===== config.mk =====
export PLATFORM = sky130hd
export DESIGN_NAME = pq_parity_engine
export DESIGN_NICKNAME = d
export VERILOG_FILES = /design/src/rtl/pq_pkg.sv /design/src/rtl/pq_ctl.sv /design/src/rtl/pq_dp.sv /design/src/rtl/pq_parity_engine.sv
export SDC_FILE = /design/constraint.sdc
export NUM_CORES = 1
export LEC_CHECK = 0
export ABC_CLOCK_PERIOD_IN_PS = 4450
export BUFFER_PORTS_ARGS = -buffer_cell sky130_fd_sc_hd__clkbuf_2
export CORE_MARGIN = 3
export CORE_UTILIZATION = 51
export DETAILED_ROUTE_END_ITERATION = 7
export GPL_ROUTABILITY_DRIVEN = 0
export GPL_TIMING_DRIVEN = 0
export MAX_ROUTING_LAYER = met4
export PLACE_DENSITY = 0.89
export SYNTH_ARGS = -nofsm -noshare
export SYNTH_HDL_FRONTEND = slang
export SYNTH_SLANG_ARGS = --single-unit

===== constraint.sdc =====
create_clock -name clk -period 4.45 [get_ports clk]
set_clock_uncertainty 0.1 [all_clocks]
set_input_delay 0 -clock clk [delete_from_list [all_inputs] [get_ports clk]]
set_output_delay 0 -clock clk [all_outputs]
set_load 0.005 [all_outputs]

===== src/rtl/pq_pkg.sv =====
package pq_pkg;

  typedef struct packed {
    logic       take;
    logic       first;
    logic       last;
    logic [7:0] coef;
  } pqStrobe_t;

  function automatic logic [7:0] gfMul(input logic [7:0] a, input logic [7:0] b,
                                       input logic [7:0] poly);
    logic [7:0] acc;
    logic [7:0] sh;
    acc = 8'h00;
    sh  = a;
    for (int i = 0; i < 8; i++) begin
      if (b[i]) acc = acc ^ sh;
      sh = sh[7] ? ((sh << 1) ^ poly) : (sh << 1);
    end
    return acc;
  endfunction

endpackage


===== src/rtl/pq_ctl.sv =====
module pq_ctl
  import pq_pkg::*;
#(
  parameter int MAX_SRC = 16,
  parameter int CNT_W   = 5,
  parameter int LEN_W   = 24,
  parameter int MAX_LEN = 1048576
) (
  input  logic                 clk,
  input  logic                 rstN,
  input  logic                 start,
  input  logic [CNT_W-1:0]     cntField,
  input  logic                 contMode,
  input  logic [LEN_W-1:0]     xferLen,
  input  logic [MAX_SRC*8-1:0] qCoefs,
  input  logic                 srcValid,
  output pqStrobe_t            strb,
  output logic                 busy,
  output logic                 errFlag
);
  localparam int IDX_W  = $clog2(MAX_SRC);
  localparam int LANE_W = CNT_W + 1;

  logic [7:0]        coefTbl [MAX_SRC];
  logic [LANE_W-1:0] laneIdx, lastLane, nSrc;
  logic [LEN_W-1:0]  posLeft;
  logic              badStart;

  for (genvar g = 0; g < MAX_SRC; g++) begin : gCoef
    assign coefTbl[g] = qCoefs[8*g +: 8];
  end

  assign badStart = (cntField == '0) || (int'(cntField) > MAX_SRC - 1) ||
                    (int'(xferLen) > MAX_LEN);

  always_comb begin
    strb.take  = busy && srcValid;
    strb.first = (laneIdx == '0);
    strb.last  = (laneIdx == lastLane);
    if (laneIdx < nSrc)
      strb.coef = coefTbl[laneIdx[IDX_W-1:0]];
    else if (laneIdx == nSrc + LANE_W'(2))
      strb.coef = 8'h01;
    else
      strb.coef = 8'h00;
  end

  always_ff @(posedge clk) begin
    if (!rstN) begin
      busy     <= 1'b0;
      errFlag  <= 1'b0;
      laneIdx  <= '0;
      lastLane <= '0;
      nSrc     <= '0;
      posLeft  <= '0;
    end else if (!busy) begin
      if (start) begin
        if (badStart) begin
          errFlag <= 1'b1;
        end else begin
          errFlag  <= 1'b0;
          busy     <= (xferLen != '0);
          nSrc     <= LANE_W'(cntField) + LANE_W'(1);
          lastLane <= LANE_W'(cntField) + (contMode ? LANE_W'(3) : LANE_W'(0));
          posLeft  <= xferLen;
          laneIdx  <= '0;
        end
      end
    end else if (srcValid) begin
      if (laneIdx == lastLane) begin
        laneIdx <= '0;
        posLeft <= posLeft - LEN_W'(1);
        if (posLeft == LEN_W'(1)) busy <= 1'b0;
      end else begin
        laneIdx <= laneIdx + LANE_W'(1);
      end
    end
  end
endmodule


===== src/rtl/pq_dp.sv =====
module pq_dp
  import pq_pkg::*;
(
  input  logic       clk,
  input  logic       rstN,
  input  pqStrobe_t  strb,
  input  logic [7:0] gfPoly,
  input  logic [7:0] srcByte,
  output logic       outValid,
  output logic [7:0] pOut,
  output logic [7:0] qOut
);
  logic [7:0] pAcc, qAcc, pNext, qNext, prod;

  assign prod  = gfMul(srcByte, strb.coef, gfPoly);
  assign pNext = (strb.first ? 8'h00 : pAcc) ^ srcByte;
  assign qNext = (strb.first ? 8'h00 : qAcc) ^ prod;

  always_ff @(posedge clk) begin
    if (!rstN) begin
      pAcc     <= '0;
      qAcc     <= '0;
      outValid <= 1'b0;
      pOut     <= '0;
      qOut     <= '0;
    end else begin
      outValid <= strb.take && strb.last;
      if (strb.take) begin
        pAcc <= pNext;
        qAcc <= qNext;
        if (strb.last) begin
          pOut <= pNext;
          qOut <= qNext;
        end
      end
    end
  end
endmodule


===== src/rtl/pq_parity_engine.sv =====
module pq_parity_engine
  import pq_pkg::*;
#(
  parameter int MAX_SRC = 16,
  parameter int CNT_W   = 5,
  parameter int LEN_W   = 24,
  parameter int MAX_LEN = 1048576
) (
  input  logic                 clk,
  input  logic                 rstN,
  input  logic                 start,
  input  logic [CNT_W-1:0]     cntField,
  input  logic                 contMode,
  input  logic [LEN_W-1:0]     xferLen,
  input  logic [7:0]           gfPoly,
  input  logic [MAX_SRC*8-1:0] qCoefs,
  input  logic                 srcValid,
  input  logic [7:0]           srcByte,
  output logic                 busy,
  output logic                 errFlag,
  output logic                 outValid,
  output logic [7:0]           pOut,
  output logic [7:0]           qOut
);
  pqStrobe_t strb;

  pq_ctl #(.MAX_SRC(MAX_SRC), .CNT_W(CNT_W), .LEN_W(LEN_W), .MAX_LEN(MAX_LEN)) ctl_i (
    .clk(clk), .rstN(rstN), .start(start), .cntField(cntField), .contMode(contMode),
    .xferLen(xferLen), .qCoefs(qCoefs), .srcValid(srcValid), .strb(strb),
    .busy(busy), .errFlag(errFlag)
  );

  pq_dp dp_i (
    .clk(clk), .rstN(rstN), .strb(strb), .gfPoly(gfPoly), .srcByte(srcByte),
    .outValid(outValid), .pOut(pOut), .qOut(qOut)
  );
endmodule


==> results of run 1 <==
-- logic make-up (layout without fill, tap and decap cells) --
group           count (synthesis)  count (layout)
flops                          77              77
fa+ha+maj                      17              17
compound gates                276             276
xor+xnor                      117             117
simple gates                  428             428
buf+inv                       115             336
other cells                     0               1
mux                            52              52
-- worst register-to-register path: stages, from the launching register on --
cell and delay [ns]:
dfxtp_1 0.35, buf_6 0.25, buf_6 0.23, buf_6 0.21
inv_1 0.09, ha_1 0.17, o21ai_0 0.26, a221oi_2 0.10
buf_4 0.17, and2_2 0.24, and3_1 0.18, a311oi_2 0.33
xor2_1 0.27, xnor3_1 0.37, xnor2_1 0.23, xor2_1 0.31
a211o_1 0.15, o211ai_1 0.07
-- cell usage after synthesis, types with 6 or more instances --
| master | count |
|---|---|
| o21ai_0 | 44 |
| nand3b_1 | 6 |
| xor2_1 | 37 |
| nor3_1 | 20 |
| nand2b_1 | 9 |
| o22ai_1 | 8 |
| xnor2_1 | 62 |
| mux2i_1 | 14 |
| a22oi_1 | 13 |
| ha_1 | 16 |
| xnor3_1 | 12 |
| a211oi_1 | 28 |
| nand2_1 | 129 |
| nor2b_1 | 9 |
| clkbuf_1 | 59 |
| or3_1 | 10 |
| and3_1 | 11 |
| a31oi_1 | 9 |
| a211o_1 | 11 |
| mux4_2 | 36 |
| and2_1 | 9 |
| a21oi_1 | 62 |
| nor2_1 | 114 |
| buf_2 | 14 |
| o211ai_1 | 14 |
| nand3_1 | 52 |
| inv_1 | 26 |
| o211a_1 | 6 |
| nor4_1 | 17 |
| nand4_1 | 13 |
| dfxtp_1 | 77 |
-- power by group through the flow --
stage	Sequential [mW]	Combinational (mW)	Clock, mW
detailed placement	0.718	0.892	0
floorplan	0.717	0.645	0
finish	0.704	0.949	0.805
global placement	0.718	0.873	0
CTS	0.703	0.918	0.799
global route	0.704	1.01	0.828
-- through the flow --
step / TNS, ns / utilization
floorplan: 0 / -
global placement: -7.753 / 0.6052
detailed placement: -8.924 / 0.6052
CTS: 0 / 0.6422
global route: 0 / 0.6434
finish: 0 / 0.6434
-- worst paths after layout --
check,start,to,cells after the start
max,ctl_i.laneIdx[0]$_SDFFE_PN0P_,dp_i.qOut[7]$_SDFFE_PN0P_,17
min reg2reg,dp_i.qOut[0]$_SDFFE_PN0P_,dp_i.qOut[0]$_SDFFE_PN0P_,2
min,cntField[4],ctl_i.lastLane[4]$_SDFFE_PN0P_,5
max reg2reg,ctl_i.laneIdx[0]$_SDFFE_PN0P_,dp_i.qOut[7]$_SDFFE_PN0P_,17
-- layer usage --
layer / track usage / up-vias
met5: - / -
met4: 0.1002 / 0
met3: 0.07624 / 136
met2: 0.5303 / 745
met1: 0.4117 / 4591
li1: - / 4435
-- area by class of cell --
type	count	area (sq um)
Antenna cell	1	2.502
Buffer	84	407.9
Clock buffer	9	225.2
Clock inverter	7	100.1
Fill cell	1332	5788
Inverter	29	111.4
Multi-Input combinational cell	890	6638
Sequential cell	77	1541
Tap cell	216	270.3
Timing Repair Buffer	207	1146
-- sequential cells by signal, indices dropped and copies added, names as in the netlist, 6 cells and up --
name            cells
dp_i.pOut           8
dp_i.qAcc           8
ctl_i.posLeft      24
dp_i.qOut           8
dp_i.pAcc           8
ctl_i.lastLane      6
ctl_i.laneIdx       6
ctl_i.nSrc          6
-- what timing repair did --
item | CTS | global route
hold endpoints to repair | 21 | 0
pin swaps | 3 | 0
setup endpoints to repair | 15 | 15
hold buffers | 21 | 0
gates resized for setup | 17 | 8
setup buffers | 2 | 0
==> flow_summary.toml, run 1 <==
[final_layout]
final_common_cell = "clkbuf_2"
layout.nets = 1493
drive_above_1_share = 0.2464
instances_no_fill = 1520
final_area_sq_um = 10440
final_cell_mix = "clkbuf_2 (187), nand2_1 (129), nor2_1 (114)"
syn2layout_area_growth_pct = 20.97

[sta]
rsz0062_at_grt = "false"
slew_headroom = 0.4292
layout_min_cycle_time_ns = 4.192
final_max_slew_viol_count = 0
fin_ws_ns = 0.2578
finalHoldViolations = 0
setup_viol = 0
whs_ns = 0.009922
period_share = 0.9421
max_freq_ghz = 0.2385
tightestPinTransition_ns = 0.8553

[worst_setup_path]
required_ns = 4.57
worst_path_max_delay_cell = "xnor3_1"
crit_buf_inv = 5
crit_chain = "buf_6 > buf_6 > buf_6 > inv_1 > ha_1 > o21ai_0 > a221oi_2 > buf_4 > and2_2 > and3_1 > a311oi_2 > xor2_1 > xnor3_1 > xnor2_1 > xor2_1 > a211o_1 > o211ai_1"
critPathMaxStageDelay_ns = 0.37
regToRegSetupSlack_ns = 0.26
cp_top_family = "XOR/XNOR gates"
arrival_ns = 4.32
path_max_fanout = 18
path_class = "reg -> reg"
worst_setup_path_end_kind = "flip-flop"
worstSetupStartpointType = "flip-flop"
cpMostUsedCell = "buf_6"

[clock_tree]
cts_buffer_depth = 2
cts_made_buffers = 9
path_clk_slew_ns = 0.06
clk_latency_ns = 0.35
tritoncts = "built"
cts_sinks = 77
htreeDepth = 3
root_buffer = "clkbuf_16"

[power_and_ir_drop]
power.share.switching = 0.3551
total_power_mw = 2.457
power.density_nw_per_um2 = 235.3
ir_drop_uv = 205.2
combPwrFrac = 0.386
sequentialPowerShare = 0.286
p_clk_frac = 0.328
p_int_mw = 1.585
p_sw_mw = 0.8725
power.leakage_nw = 4.109

[logic_synthesis]
synth_ff_type = "dfxtp_1"
synth_compound_area_frac = 0.2377
syn_area_per_cell_sq_um = 7.978
ys_warn_count = 0
synth_cells = 1082
synthSimpleGateAreaFrac = 0.2418
synth_nets = 1277
synthTopCellsByArea = "dfxtp_1 (18%), mux4_2 (9.4%), xnor2_1 (6.3%), nand2_1 (5.6%), nor2_1 (5.0%)"
yosysSeqAreaShare = 0.1786
synth-seq-cells = 77
yosys.area_share.xor_xnor = 0.1457
netlist_area_sq_um = 8632
synth_top_area_frac = 0.1786
ys_types = 102
synth_mux_area_frac = 0.1128
yosys.area_share.adder = 0.02551
synth_edf_count = 0
synth_top_family_by_area = "simple AND/OR/NAND/NOR gates"
synth_top_area_cell = "dfxtp_1"
ys_async_sr_fraction = 0

[route]
ant_nets = 0
vias_per_cell = 6.518
drt-total-wl_mm = 30.39
wl_per_cell_microns = 19.99
dr_wl_met3_mm = 3.831
met2WireLength_mm = 13.95
first_iter_violations = 1420
route.top_layer_used = "met4"
drc = 0
num_vias = 9907
firstDrtPassIters = 8
wl_met1_mm = 11.54

[global_routing]
grt_pass1_wl_mm = 47.51
antenna_found_initial = 1
grt_use_total = 0.3288
grt_max_degree = 15
grt-ovfl-total = 0
first_global_vias = 9199

[job]
drv_cap = 0

[min_path]
hold_path_class = "in -> reg"

[floorplan]
die_w_microns = 136.1
die_area_sq_um = 18520
die_h_microns = 136.1
num_rows = 46
start_util = 0.5318
core_sq_um = 16230
io_pins = 197

[placement]
placedInstanceArea_sq_um = 9823
dp_slack_ns = -0.8458
dp_hpwl_mm = 23.12
dpl.cell_count = 1482
port_buffers = 184

[status]
outcome = "finished clean"
No activity file was read; power rests on OpenSTA's default activity.
==> inputs of run 2 (changes only) <==
Settings changed: CORE_UTILIZATION 51 to 40, PLACE_DENSITY 0.89 to 0.74.
==> run 2 against run 1 <==
Sequential cell count stayed put. Cell area is 0.91% higher. Sequential share of layout area is 0.13 points lower. Sequential power hardly changed. Setup slack worse by 0.0019 ns. Largest cell class unchanged. Via count is 4.4% lower. Die area is 26% higher. Non-clock buffer count is 5 higher. Critical endpoint unchanged. Final cell count is 4.1% higher.
==> flow_summary.toml, run 2 (synthesis results as in run 1) <==
[worst_setup_path]
worstSetupStartpointType = "flip-flop"
crit_buf_inv = 2
required_ns = 4.60
cp_top_family = "compound AO/OA/AOI/OAI gates"
path_max_fanout = 10
arrival_ns = 4.34
worst_setup_path_end_kind = "flip-flop"
worst_path_max_delay_cell = "clkbuf_1"
path_class = "reg -> reg"
crit_chain = "clkbuf_1 > buf_2 > mux4_2 > a22oi_1 > nand3_1 > nor2b_1 > mux2_2 > a311oi_2 > xor2_1 > xnor3_1 > xnor2_2 > xor2_2 > a211o_1 > o211ai_1"
critPathMaxStageDelay_ns = 0.41

[placement]
dp_hpwl_mm = 23.91
dp_slack_ns = -0.9754
port_buffers = 184
placedInstanceArea_sq_um = 9897
dpl.cell_count = 1541

[sta]
layout_min_cycle_time_ns = 4.194
whs_ns = 0.02185
finalHoldViolations = 0
finalSetupTns_ns = 0
setup_viol = 0
tightestPinTransition_ns = 0.8804
period_share = 0.9425
final_max_slew_viol_count = 0
fin_ws_ns = 0.2559
max_freq_ghz = 0.2384
slew_headroom = 0.4124

[route]
drt-total-wl_mm = 30.46
first_iter_violations = 919
drc = 0
ant_nets = 0
firstDrtPassIters = 6
num_vias = 9471
vias_per_cell = 5.983
wl_per_cell_microns = 19.24

[min_path]
hold_path_class = "in -> reg"

[floorplan]
die_h_microns = 152.9
die_w_microns = 152.9
die_area_sq_um = 23380
num_rows = 53
io_pins = 197
core_sq_um = 21090
start_util = 0.4093

[clock_tree]
cts_buffer_depth = 2
root_buffer = "clkbuf_16"
cts_sinks = 77
htreeDepth = 3
cts_made_buffers = 9
clk_latency_ns = 0.35
tritoncts = "built"
path_clk_slew_ns = 0.07

[final_layout]
instances_no_fill = 1583
syn2layout_area_growth_pct = 22.08
nFillCells = 2069
final_area_sq_um = 10540
layout.nets = 1498
antenna_cells = 0
final_cell_mix = "clkbuf_2 (186), nand2_1 (129), nor2_1 (113)"
final_common_cell = "clkbuf_2"
largest_reg_flops = 24
drive_above_1_share = 0.2500
top_register = "ctl_i.posLeft"

[global_routing]
grt_pass1_wl_mm = 48.20
grt_max_degree = 14
grt-ovfl-total = 0
first_global_vias = 9020
antenna_found_initial = 0
grt_use_total = 0.2593

[power_and_ir_drop]
power.density_nw_per_um2 = 223.2
power.leakage_nw = 4.144
ir_drop_uv = 170.5

[job]
drv_cap = 0

[status]
outcome = "finished clean"
==> run 2: cell types whose count changed in the layout (fill, tap and decap cells not counted), sizes merged, moves of 2 or more <==
| cell | previous run | this run |
|---|---|---|
| clkbuf | 251 | 253 |
| clkinv | 2 | 4 |
| buf | 28 | 31 |
| clkinvlp | 3 | 0 |
| bufinv | 2 | 0 |
| dlygate4sd3 | 21 | 23 |
==> run 2: worst paths after layout <==
kind                                                    start                              to  slack [ns]  depth (start not counted)
worst max-delay path            ctl_i.laneIdx[2]$_SDFFE_PN0P_       dp_i.qOut[7]$_SDFFE_PN0P_        0.26                         14
worst min-delay path                              cntField[4]  ctl_i.lastLane[4]$_SDFFE_PN0P_        0.02                          5
worst max register to register  ctl_i.laneIdx[2]$_SDFFE_PN0P_       dp_i.qOut[7]$_SDFFE_PN0P_        0.26                         14
worst min register to register      dp_i.qOut[0]$_SDFFE_PN0P_       dp_i.qOut[0]$_SDFFE_PN0P_        0.35                          2
==> run 2: timing repair <==
action,4_1_cts,5_1_grt
pin swaps,6,2
hold buffers,23,0
resized for setup,21,9
endpoints found under the setup margin,18,12
hold endpoints to repair,23,0
buffers inserted,3,1
==> run 2: tightest hold or removal path, delay by kind of cell <==
family / cells / cell delay [ns]
XOR/XNOR: 1 / 0.10
AND/OR/NAND/NOR: 2 / 0.16
buffers and inverters: 1 / 0.14
AO/OA/AOI/OAI: 1 / 0.04
==> run 2: routing by layer <==
metal  global-route usage  share of wire
met4              0.08401          0.030
met1               0.3425           0.41
met3              0.03228          0.088
met2               0.4156           0.47
met5                    -              0
==> run 2: power by group <==
| group | internal [mW] | switching, mW | total, mW |
|---|---|---|---|
| clock | 0.380 | 0.306 | 0.687 |
| sequential | 0.696 | 0.00665 | 0.703 |
| combinational | 0.400 | 0.562 | 0.962 |
| total | 1.48 | 0.875 | 2.35 |
==> run 2: per-stage QoR <==
stage | total power [mW] | util
after floorplan | 1.362 | -
final | 2.351 | 0.4997
after global routing | 2.458 | 0.4997
after CTS | 2.331 | 0.4975
after detailed placement | 1.624 | 0.4693
after global placement | 1.609 | 0.4693
==> run 2: area by class of cell <==
type,instances,area (sq um),share of cell area
plain buffers,85,421.7,0.04001
clock buffers,11,232.7,0.02209
clock inverters,5,36.28,0.003443
inverters,29,111.4,0.01057
multi-input cells,890,6669,0.6329
flip-flops and latches,77,1541,0.1463
well taps,275,344.1,0.03265
repair buffers,211,1181,0.1121
==> inputs of run 3 (changes only) <==
Settings changed: PLACE_DENSITY 0.74 to 0.7.
==> run 3 against run 2 <==
Setup slack gained 0.043 ns. Via count shrank 0.13%. Fmax grew 1.0%. Critical path type unchanged. Wire length is the same.
==> flow_summary.toml, run 3 (synthesis results as in run 1) <==
[sta]
fin_ws_ns = 0.2986
period_share = 0.9329
tightestPinTransition_ns = 0.8474
finalHoldViolations = 0
max_freq_ghz = 0.2409
rsz0062_at_grt = "false"
final_max_slew_viol_count = 0
slew_headroom = 0.4279
layout_min_cycle_time_ns = 4.151
finalSetupTns_ns = 0
setup_viol = 0

[job]
drv_cap = 0

[route]
firstDrtPassIters = 6
vias_per_cell = 5.979
drt-total-wl_mm = 30.46
drc = 0
ant_nets = 0
first_iter_violations = 994
wl_per_cell_microns = 19.25
num_vias = 9459

[final_layout]
final_cell_mix = "clkbuf_2 (188), nand2_1 (128), nor2_1 (113)"
layout.nets = 1498
final_core_util = 0.5036
antenna_cells = 0
drive_above_1_share = 0.2510
final_common_cell = "clkbuf_2"
top_register = "ctl_i.posLeft"
largest_reg_flops = 24
syn2layout_area_growth_pct = 23.02
instances_no_fill = 1582

[clock_tree]
htreeDepth = 3
cts_sinks = 77
clk_latency_ns = 0.35
root_buffer = "clkbuf_16"
cts_buffer_depth = 2
path_clk_slew_ns = 0.07
tritoncts = "built"
cts_made_buffers = 9

[placement]
dp_slack_ns = -1.009
dpl.cell_count = 1541
port_buffers = 184
dp_hpwl_mm = 23.93

[floorplan]
num_rows = 53
die_h_microns = 152.9
start_util = 0.4093
die_w_microns = 152.9
die_area_sq_um = 23380
io_pins = 197
core_sq_um = 21090

[min_path]
hold_path_class = "in -> reg"

[worst_setup_path]
path_max_fanout = 10
path_class = "reg -> reg"
arrival_ns = 4.31
required_ns = 4.61
worst_setup_path_end_kind = "flip-flop"
worstSetupStartpointType = "flip-flop"

[status]
outcome = "finished clean"

[power_and_ir_drop]
power.leakage_nw = 4.170
power.density_nw_per_um2 = 238.0
total_power_mw = 2.527
ir_drop_uv = 180.8

[global_routing]
grt_pass1_wl_mm = 48.32
first_global_vias = 9082
grt-ovfl-total = 0
grt_use_total = 0.2599
antenna_found_initial = 0
grt_max_degree = 14
## run 3: cell count changes in the layout (fill, tap and decap cells not counted), moves of 2 or more
| cell | before | now |
|---|---|---|
| bufinv_16 | 0 | 3 |
| clkbuf_1 | 57 | 55 |
| clkbuf_2 | 186 | 188 |
| clkinv_2 | 2 | 0 |
| clkinv_4 | 2 | 0 |
## run 3: stage by stage
step                      hold WS (ns)  cell area [sq um]
final                          0.01254              10620
after global placement          0.2288               9897
after global routing           0.04381              10620
after floorplan                 0.1054               8632
after detailed placement        0.2349               9897
after CTS                     0.006464              10560
## run 3: worst paths after layout
check / depth (start not counted) / endpoint / startpoint / slack, ns
worst min register to register: 2 / dp_i.qOut[0]$_SDFFE_PN0P_ / dp_i.qOut[0]$_SDFFE_PN0P_ / 0.36
worst max-delay path: 20 / dp_i.qOut[7]$_SDFFE_PN0P_ / ctl_i.laneIdx[0]$_SDFFE_PN0P_ / 0.30
worst min-delay path: 5 / ctl_i.lastLane[5]$_SDFFE_PN0P_ / cntField[4] / 0.01
worst max register to register: 20 / dp_i.qOut[7]$_SDFFE_PN0P_ / ctl_i.laneIdx[0]$_SDFFE_PN0P_ / 0.30
## run 3: what timing repair did
item                       in CTS  in global routing
hold buffers                   23                  0
gates resized for setup        20                 14
pin swaps                       5                  2
gates cloned                    0                  0
hold endpoints to repair       23                  0
setup endpoints to repair      24                 28
setup buffers                   4                  0
## run 3: critical path: stages (launching register included)
cell and delay, ns:
dfxtp_1 0.32, buf_6 0.15, buf_8 0.16, buf_6 0.16, buf_6 0.17, inv_1 0.09
ha_1 0.15, o21ai_1 0.12, a221oi_4 0.35, buf_4 0.18, clkbuf_4 0.20, nand3_1 0.09
and3_1 0.19, a311oi_2 0.33, xor2_1 0.20, xnor3_1 0.28, xnor2_1 0.16, xor2_1 0.16
buf_4 0.15, a211o_1 0.26, o211ai_1 0.08
## run 3: final cells by class
| type | instances | area [sq um] |
|---|---|---|
| Fill cell | 2109 | 10470 |
| Multi-Input combinational cell | 890 | 6681 |
| Sequential cell | 77 | 1541 |
| Timing Repair Buffer | 211 | 1181 |
| Buffer | 85 | 422.9 |
| Tap cell | 275 | 344.1 |
| Clock buffer | 10 | 229.0 |
| Inverter | 29 | 111.4 |
| Clock inverter | 5 | 107.6 |
## run 3: layer usage
| metal | track usage | vias to the layer above | wire, microns |
|---|---|---|---|
| met5 | - | - | 0 |
| met4 | 0.07764 | 0 | 840 |
| met3 | 0.03511 | 70 | 2424 |
| met2 | 0.4204 | 494 | 14220 |
| met1 | 0.3413 | 4457 | 12970 |
| li1 | - | 4438 | - |
## run 3: power breakdown
group	leakage, nW	internal (mW)	switching (mW)	total [mW]
Sequential	0.621	0.696	0.00657	0.703
Clock	0.164	0.549	0.313	0.862
Combinational	3.39	0.401	0.562	0.963
Total	4.17	1.65	0.881	2.53
